File: src/rtl/cmdfe_pkg.sv
package cmdfe_pkg;
  localparam logic [7:0] ADDR_HDR  = 8'h6C;
  localparam logic [7:0] ADDR_PLD  = 8'h70;
  localparam logic [7:0] ADDR_STAT = 8'h74;

  localparam int Q_CMD = 0;
  localparam int Q_WP  = 1;
  localparam int Q_RD  = 2;
  localparam int NUM_Q = 3;

  typedef struct packed {
    logic cmdPush;
    logic cmdPop;
    logic wpPush;
    logic wpPop;
    logic rdPush;
    logic rdPop;
  } fifoStrobes_t;

  typedef struct packed {
    logic cmdEmpty;
    logic cmdFull;
    logic wpEmpty;
    logic wpFull;
    logic rdEmpty;
    logic rdFull;
  } fifoFlags_t;

  typedef enum logic {TX_IDLE, TX_PAYLOAD} txState_t;
endpackage

File: src/rtl/cmdfe_fifo.sv
module cmdfe_fifo #(
  parameter int WIDTH = 32,
  parameter int DEPTH = 16
) (
  input  logic             clk,
  input  logic             rstN,
  input  logic             push,
  input  logic             pop,
  input  logic [WIDTH-1:0] din,
  output logic [WIDTH-1:0] head,
  output logic             full,
  output logic             empty
);
  localparam int AW = (DEPTH > 1) ? $clog2(DEPTH) : 1;
  localparam int CW = $clog2(DEPTH + 1);

  logic [WIDTH-1:0] mem [DEPTH];
  logic [AW-1:0]    wrPtr, rdPtr;
  logic [CW-1:0]    count;
  logic             doPush, doPop;

  function automatic logic [AW-1:0] bump(input logic [AW-1:0] p);
    return (p == AW'(DEPTH - 1)) ? '0 : p + 1'b1;
  endfunction

  assign full   = (count == CW'(DEPTH));
  assign empty  = (count == '0);
  assign doPush = push && !full;
  assign doPop  = pop && !empty;
  assign head   = mem[rdPtr];

  always_ff @(posedge clk) begin
    if (doPush) mem[wrPtr] <= din;
  end

  always_ff @(posedge clk or negedge rstN) begin
    if (!rstN) begin
      wrPtr <= '0;
      rdPtr <= '0;
      count <= '0;
    end else begin
      if (doPush) wrPtr <= bump(wrPtr);
      if (doPop)  rdPtr <= bump(rdPtr);
      case ({doPush, doPop})
        2'b10:   count <= count + 1'b1;
        2'b01:   count <= count - 1'b1;
        default: count <= count;
      endcase
    end
  end

  // a push into a full queue without a pop leaves the occupancy alone
  p_no_overflow_r5: assert property (@(posedge clk) disable iff (!rstN)
    (push && full && !pop) |=> $stable(count));

  // flags follow a push one cycle later
  p_push_clears_empty_r1: assert property (@(posedge clk) disable iff (!rstN)
    (push && !pop) |=> !empty);
endmodule

File: src/rtl/cmdfe_datapath.sv
module cmdfe_datapath
  import cmdfe_pkg::*;
#(
  parameter int WIDTH = 32,
  parameter int DEPTH = 16
) (
  input  logic             clk,
  input  logic             rstN,
  input  fifoStrobes_t     strobes,
  input  logic [WIDTH-1:0] wrData,
  input  logic             rxValid,
  input  logic [7:0]       rxByte,
  input  logic             rxLast,
  output logic [WIDTH-1:0] cmdHead,
  output logic [WIDTH-1:0] wpHead,
  output logic [WIDTH-1:0] rdHead,
  output fifoFlags_t       flags,
  output logic             packDone
);
  localparam int BPW = WIDTH / 8;
  localparam int IW  = (BPW > 1) ? $clog2(BPW) : 1;

  logic [NUM_Q-1:0] qPush, qPop, qFull, qEmpty;
  logic [WIDTH-1:0] qDin  [NUM_Q];
  logic [WIDTH-1:0] qHead [NUM_Q];

  logic [WIDTH-1:0] packAcc, packWord;
  logic [IW-1:0]    byteIdx;

  assign qPush[Q_CMD] = strobes.cmdPush;
  assign qPush[Q_WP]  = strobes.wpPush;
  assign qPush[Q_RD]  = strobes.rdPush;
  assign qPop[Q_CMD]  = strobes.cmdPop;
  assign qPop[Q_WP]   = strobes.wpPop;
  assign qPop[Q_RD]   = strobes.rdPop;
  assign qDin[Q_CMD]  = wrData;
  assign qDin[Q_WP]   = wrData;
  assign qDin[Q_RD]   = packWord;

  for (genvar q = 0; q < NUM_Q; q++) begin : g_queue
    cmdfe_fifo #(.WIDTH(WIDTH), .DEPTH(DEPTH)) u_fifo (
      .clk   (clk),
      .rstN  (rstN),
      .push  (qPush[q]),
      .pop   (qPop[q]),
      .din   (qDin[q]),
      .head  (qHead[q]),
      .full  (qFull[q]),
      .empty (qEmpty[q])
    );
  end

  assign cmdHead = qHead[Q_CMD];
  assign wpHead  = qHead[Q_WP];
  assign rdHead  = qHead[Q_RD];
  assign flags   = '{cmdEmpty: qEmpty[Q_CMD], cmdFull: qFull[Q_CMD],
                     wpEmpty:  qEmpty[Q_WP],  wpFull:  qFull[Q_WP],
                     rdEmpty:  qEmpty[Q_RD],  rdFull:  qFull[Q_RD]};

  // little-endian byte packer for returned read data
  assign packWord = packAcc | (WIDTH'(rxByte) << (8 * byteIdx));
  assign packDone = rxValid && (rxLast || byteIdx == IW'(BPW - 1));

  always_ff @(posedge clk or negedge rstN) begin
    if (!rstN) begin
      packAcc <= '0;
      byteIdx <= '0;
    end else if (rxValid) begin
      if (packDone) begin
        packAcc <= '0;
        byteIdx <= '0;
      end else begin
        packAcc <= packWord;
        byteIdx <= byteIdx + 1'b1;
      end
    end
  end

  // a word is never stored with bytes beyond those received
  p_pack_restart_r7: assert property (@(posedge clk) disable iff (!rstN)
    packDone |=> (byteIdx == '0));
endmodule

File: src/rtl/cmdfe_control.sv
module cmdfe_control
  import cmdfe_pkg::*;
#(
  parameter int WIDTH = 32
) (
  input  logic             clk,
  input  logic             rstN,
  input  logic             regWr,
  input  logic             regRd,
  input  logic [7:0]       regAddr,
  input  logic [5:0]       wrType,
  output logic [WIDTH-1:0] regRdata,
  input  logic [WIDTH-1:0] cmdHead,
  input  logic [WIDTH-1:0] wpHead,
  input  logic [WIDTH-1:0] rdHead,
  input  fifoFlags_t       flags,
  input  logic             packDone,
  input  logic             rxValid,
  input  logic             rxLast,
  output fifoStrobes_t     strobes,
  output logic             pktValid,
  input  logic             pktReady,
  output logic [WIDTH-1:0] pktData,
  output logic             pktIsHeader
);
  localparam int WC_W  = 16;
  localparam int REM_W = WC_W - 1;

  txState_t         txState;
  logic [REM_W-1:0] remain;
  logic             busy, overflow, underflow;
  logic             wrHdr, wrPld, rdPld, fire, hdrIsRead, hdrLong;
  logic [WC_W:0]    wcRound;
  logic [REM_W-1:0] hdrWords;

  assign wrHdr = regWr && (regAddr == ADDR_HDR);
  assign wrPld = regWr && (regAddr == ADDR_PLD);
  assign rdPld = regRd && (regAddr == ADDR_PLD);

  assign hdrIsRead = !wrType[3] && (wrType[2:0] == 3'b100 || wrType[2:0] == 3'b110);
  assign hdrLong   = cmdHead[3];
  assign wcRound   = {1'b0, cmdHead[8 +: WC_W]} + (WC_W+1)'(3);
  assign hdrWords  = wcRound[WC_W:2];

  assign pktIsHeader = (txState == TX_IDLE);
  assign pktValid    = pktIsHeader ? !flags.cmdEmpty : !flags.wpEmpty;
  assign pktData     = pktIsHeader ? cmdHead : wpHead;
  assign fire        = pktValid && pktReady;

  always_comb begin
    strobes         = '0;
    strobes.cmdPush = wrHdr && !flags.cmdFull;
    strobes.wpPush  = wrPld && !flags.wpFull;
    strobes.rdPush  = packDone && !flags.rdFull;
    strobes.rdPop   = rdPld && !flags.rdEmpty;
    strobes.cmdPop  = fire && pktIsHeader;
    strobes.wpPop   = fire && !pktIsHeader;
  end

  always_comb begin
    regRdata = '0;
    if (regAddr == ADDR_PLD && !flags.rdEmpty) regRdata = rdHead;
    else if (regAddr == ADDR_STAT)
      regRdata = WIDTH'({underflow, overflow, busy, flags.rdFull, flags.rdEmpty,
                         flags.wpFull, flags.wpEmpty, flags.cmdFull, flags.cmdEmpty});
  end

  always_ff @(posedge clk or negedge rstN) begin
    if (!rstN) begin
      txState   <= TX_IDLE;
      remain    <= '0;
      busy      <= 1'b0;
      overflow  <= 1'b0;
      underflow <= 1'b0;
    end else begin
      if (strobes.cmdPop && hdrLong && hdrWords != '0) begin
        txState <= TX_PAYLOAD;
        remain  <= hdrWords;
      end else if (strobes.wpPop) begin
        remain <= remain - 1'b1;
        if (remain == REM_W'(1)) txState <= TX_IDLE;
      end
      if (strobes.cmdPush && hdrIsRead) busy <= 1'b1;
      else if (rxValid && rxLast)       busy <= 1'b0;
      if ((wrHdr && flags.cmdFull) || (wrPld && flags.wpFull) || (packDone && flags.rdFull))
        overflow <= 1'b1;
      if (rdPld && flags.rdEmpty) underflow <= 1'b1;
    end
  end

  // an offered word is held until taken
  p_hold_r9: assert property (@(posedge clk) disable iff (!rstN)
    (pktValid && !pktReady) |=> (pktValid && $stable(pktData) && $stable(pktIsHeader)));

  // a payload word only leaves while a header's count is outstanding
  p_payload_claimed_r3: assert property (@(posedge clk) disable iff (!rstN)
    (pktValid && !pktIsHeader) |-> (remain != '0));

  // an accepted read-request header raises busy
  p_busy_set_r8: assert property (@(posedge clk) disable iff (!rstN)
    (wrHdr && !flags.cmdFull && hdrIsRead) |=> busy);

  // popping an empty read queue leaves the sticky underflow flag set
  p_underflow_r6: assert property (@(posedge clk) disable iff (!rstN)
    (rdPld && flags.rdEmpty) |=> underflow);
endmodule

File: src/rtl/cmd_pkt_front.sv
module cmd_pkt_front
  import cmdfe_pkg::*;
#(
  parameter int FIFO_DEPTH = 16
) (
  input  logic        clk,
  input  logic        rstN,
  input  logic        regWr,
  input  logic        regRd,
  input  logic [7:0]  regAddr,
  input  logic [31:0] regWdata,
  output logic [31:0] regRdata,
  output logic        pktValid,
  input  logic        pktReady,
  output logic [31:0] pktData,
  output logic        pktIsHeader,
  input  logic        rxValid,
  input  logic [7:0]  rxByte,
  input  logic        rxLast
);
  localparam int WIDTH = 32;

  fifoStrobes_t     strobes;
  fifoFlags_t       flags;
  logic [WIDTH-1:0] cmdHead, wpHead, rdHead;
  logic             packDone;

  cmdfe_datapath #(.WIDTH(WIDTH), .DEPTH(FIFO_DEPTH)) u_datapath (
    .clk      (clk),
    .rstN     (rstN),
    .strobes  (strobes),
    .wrData   (regWdata),
    .rxValid  (rxValid),
    .rxByte   (rxByte),
    .rxLast   (rxLast),
    .cmdHead  (cmdHead),
    .wpHead   (wpHead),
    .rdHead   (rdHead),
    .flags    (flags),
    .packDone (packDone)
  );

  cmdfe_control #(.WIDTH(WIDTH)) u_control (
    .clk         (clk),
    .rstN        (rstN),
    .regWr       (regWr),
    .regRd       (regRd),
    .regAddr     (regAddr),
    .wrType      (regWdata[5:0]),
    .regRdata    (regRdata),
    .cmdHead     (cmdHead),
    .wpHead      (wpHead),
    .rdHead      (rdHead),
    .flags       (flags),
    .packDone    (packDone),
    .rxValid     (rxValid),
    .rxLast      (rxLast),
    .strobes     (strobes),
    .pktValid    (pktValid),
    .pktReady    (pktReady),
    .pktData     (pktData),
    .pktIsHeader (pktIsHeader)
  );
endmodule

File: config.mk
export PLATFORM = sky130hd
export DESIGN_NAME = cmd_pkt_front
export DESIGN_NICKNAME = d
export VERILOG_FILES = /design/src/rtl/cmdfe_pkg.sv /design/src/rtl/cmdfe_fifo.sv /design/src/rtl/cmdfe_datapath.sv /design/src/rtl/cmdfe_control.sv /design/src/rtl/cmd_pkt_front.sv
export SDC_FILE = /design/constraint.sdc
export NUM_CORES = 2
export LEC_CHECK = 0
export ABC_CLOCK_PERIOD_IN_PS = 3900
export BUFFER_PORTS_ARGS = -buffer_cell sky130_fd_sc_hd__buf_4
export CORE_UTILIZATION = 45
export DETAILED_ROUTE_END_ITERATION = 6
export PLACE_DENSITY = 0.59
export SYNTH_ARGS = -nofsm -noshare
export SYNTH_HDL_FRONTEND = slang
export SYNTH_SLANG_ARGS = --single-unit
File: constraint.sdc
create_clock -name clk -period 3.9 [get_ports clk]
set_input_delay 0.78 -clock clk [delete_from_list [all_inputs] [get_ports clk]]
set_output_delay 0.78 -clock clk [all_outputs]
set_load 0.02 [all_outputs]
==> metrics.csv <==
metric,value,unit
outcome,"finished, violations left",
failed_checks,setup timing,
clock_sinks,1628,
finalHoldViolCount,0,
synth_edf_count,1536,
synthCells,2989,
worst-path-stages,6,
slowest_stage,mux4_2,
drt-wirelength-per-cell,30.2,um
worst_ep_arrival_time,3230,ps
synth.distinct_cells,71,
setup_viol,14,
hold_ws,120,ps
crit_top_cell,mux4_2,
cts_hold_buf,0,
ys_ff_latch,1628,
cts_buffer_depth,3,
coreArea,140000,um^2
synthFlopType,edfxtp_1,
vias,31872,
antenna_found_initial,10,
io_buffers,120,
drc,0,
path_cells,buf_12 -> buf_16 -> mux4_2 -> mux4_2 -> mux2_4 -> buf_6,
dp_hpwl,91.9,mm
ff2ff_path_depth,12,
cts_max_level,4,
critPathMaxStageDelay,600,ps
die_h,379,um
most-common-layout-cells,"1536 x edfxtp_1, 443 x mux4_2, 178 x clkbuf_16",
grt_overflow,0,
peakVddDrop,0.913,mV
cp.buffers_inverters,3,
drive_gt1_share,36.0,%
fillers,10551,
routed_wl,163,mm
rsz0062_at_grt,yes,
synth-seq-area-share,75.8,%
report.final.slew_viol_count,0,
io_pins,121,
syn-num-nets,3077,
worst_pin_slew,1130,ps
synth-warning-count,0,
maxCapViolations,0,
critPathCapture,pktData[21],
critPathMaxFanout,7,
required,3120,ps
fin_crit,4010,ps
rows,137,
clock_latency,800,ps
tritoncts,yes,
async_reset_ff_share,5.65,%
p_per_area,619,nW/um^2
finalPower,0.0477,W
fin_area,77000,um^2
start_util,45.5,%
grt_pass1_vias,32984,
drtAntennaViolNets,0,
leakagePower,25.0,nW
r2r-start,u_datapath.g_queue[0].u_fifo.rdPtr[0]$_DFFE_PN0P_,
placed_area,68900,um^2
dr.pass1.iters,5,
via_per_inst,5.91,
r2r_setup_slack,470,ps
area_delta_synth_final,20.5,%
place_inst,4993,
min_path_type,input port to async pin,
clock_skew,34.9,ps
endpoint_kind,output pin,
grt_max_degree,73,
dieArea,143000,um^2
syn_avg_cell_area,21.4,um^2
rr_endpoint,u_control.remain[3]$_DFFE_PN0P_,
period_share,103,%
critical_path_class,register to output pin,
final_util,54.9,%
cts-root-buf,clkbuf_16,
clkTransAtPathRegs,60,ps
slew_headroom,24.5,%
place_congestion,0.795,
netlist_area,63900,um^2
cp-start-kind,register,
setup_slack,-109,ps
cp_top_family,multiplexers,
grt_use_total,22.8,%
fp.dieW,379,um
cp-startpoint,u_datapath.g_queue[1].u_fifo.rdPtr[0]$_DFFE_PN0P_,
max_freq,249,MHz
fin_nets,3467,
grt_pass1_wl,232,mm
final_cell_count_no_fill,5391,
numCtsBuffers,167,
layout_commonest_cell,edfxtp_1,
dr.first_iter.drc_count,2870,
-- layer usage --
layer  track usage (%)  part of all wire, %  up-vias
met5                 0                    0        -
met4              6.51                  2.8        0
met3              3.77                  5.8      272
met2              40.4                   53     1120
met1              28.8                   39    17305
li1                  -                    -    13175
-- through the flow --
step / TNS [ps] / setup slack (ps)
floorplan: -10700 / -59.4
global placement: 0 / 87.1
detailed placement: 0 / 162
CTS: -3640 / -166
global route: -3250 / -169
finish: -573 / -109
-- layout make-up --
type                       instances  area [um^2]  share of cell area [%]
clock buffer                     197         4330                    5.63
timing repair buffer             377         4960                    6.45
multi-input combinational       1141        15400                    20.0
antenna                            3         7.51                 0.00975
inverter                          64          240                   0.312
tap                             1876         2350                    3.05
sequential                      1628        48500                    63.0
clock inverter                   105         1200                    1.56
-- power breakdown --
group	internal, W	switching, W	leakage [nW]	total [W]
clock	0.00921	0.00675	2.68	0.0160
combinational	0.00553	0.00598	7.19	0.0115
sequential	0.0198	0.000444	15.1	0.0202
total	0.0345	0.0132	25.0	0.0477
-- worst min path at each step --
| stage | start | endpoint | slack [ps] | cells after the start |
|---|---|---|---|---|
| after floorplan | u_control.underflow$_DFFE_PN0P_ | u_control.underflow$_DFFE_PN0P_ | 440 | 1 |
| after global placement | u_control.underflow$_DFFE_PN0P_ | u_control.underflow$_DFFE_PN0P_ | 490 | 1 |
| after detailed placement | u_control.underflow$_DFFE_PN0P_ | u_control.underflow$_DFFE_PN0P_ | 480 | 1 |
| after CTS | rstN | u_datapath.packAcc[16]$_DFFE_PN0P_ | 150 | 1 |
| after global routing | rstN | u_datapath.packAcc[16]$_DFFE_PN0P_ | 180 | 1 |
| final | rstN | u_datapath.packAcc[16]$_DFFE_PN0P_ | 120 | 1 |
-- worst reg2reg max path: stages, from the launching register on --
cell,delay (ps)
dfrtp_4,470
buf_4,150
buf_16,160
mux4_2,520
a22o_1,220
a221oi_4,220
buf_6,170
buf_4,150
nand4_2,120
a2111oi_4,390
a31o_4,380
and2_1,260
a21o_1,140
-- timing repair --
item,CTS,global route
pin swaps,26,30
setup buffers,57,21
endpoints found under the hold margin,0,0
resized for setup,210,103
endpoints found under the setup margin,62,60
gates cloned,17,10
-- registers in the layout, summed over array words and instances (netlist names) --
signal / cells
u_datapath.g_queue.u_fifo.count: 15
u_control.txState: 1
u_control.underflow: 1
u_control.remain: 15
u_control.busy: 1
u_datapath.g_queue.u_fifo.wrPtr: 12
u_datapath.packAcc: 32
u_datapath.byteIdx: 2
u_control.overflow: 1
u_datapath.g_queue.u_fifo.rdPtr: 12
u_datapath.g_queue.u_fifo.mem: 1536
-- cells in the mapped netlist, types with 5 or more instances --
cell / instances / share of area (%)
o21ai_0: 44 / 0.34
buf_2: 17 / 0.13
edfxtp_1: 1536 / 72
buf_1: 47 / 0.28
mux2_2: 25 / 0.44
mux4_1: 12 / 0.49
nand3_1: 17 / 0.13
dfrtp_1: 92 / 3.6
a32o_1: 5 / 0.078
and2_1: 32 / 0.31
ha_1: 30 / 0.59
xnor2_1: 23 / 0.32
nand2_1: 126 / 0.74
nor2b_1: 7 / 0.069
nor3_1: 53 / 0.42
nand2b_1: 23 / 0.23
a21oi_1: 65 / 0.51
nand4_1: 6 / 0.059
a31oi_1: 5 / 0.049
mux4_2: 443 / 16
o221ai_1: 10 / 0.14
a21o_1: 17 / 0.20
clkbuf_1: 79 / 0.46
xor2_1: 14 / 0.19
nor4_1: 8 / 0.078
nor2_1: 105 / 0.62
inv_1: 63 / 0.37
buf_4: 6 / 0.071
-- logic make-up after synthesis --
| logic type | after synthesis | share of synthesized area, % |
|---|---|---|
| fa+ha+maj | 33 | 0.682 |
| flops | 1628 | 75.8 |
| buf+inv | 220 | 1.47 |
| mux | 483 | 16.6 |
| simple gates | 401 | 2.96 |
| xor+xnor | 37 | 0.507 |
| compound gates | 187 | 1.95 |
(Power assumes the default switching activity.)
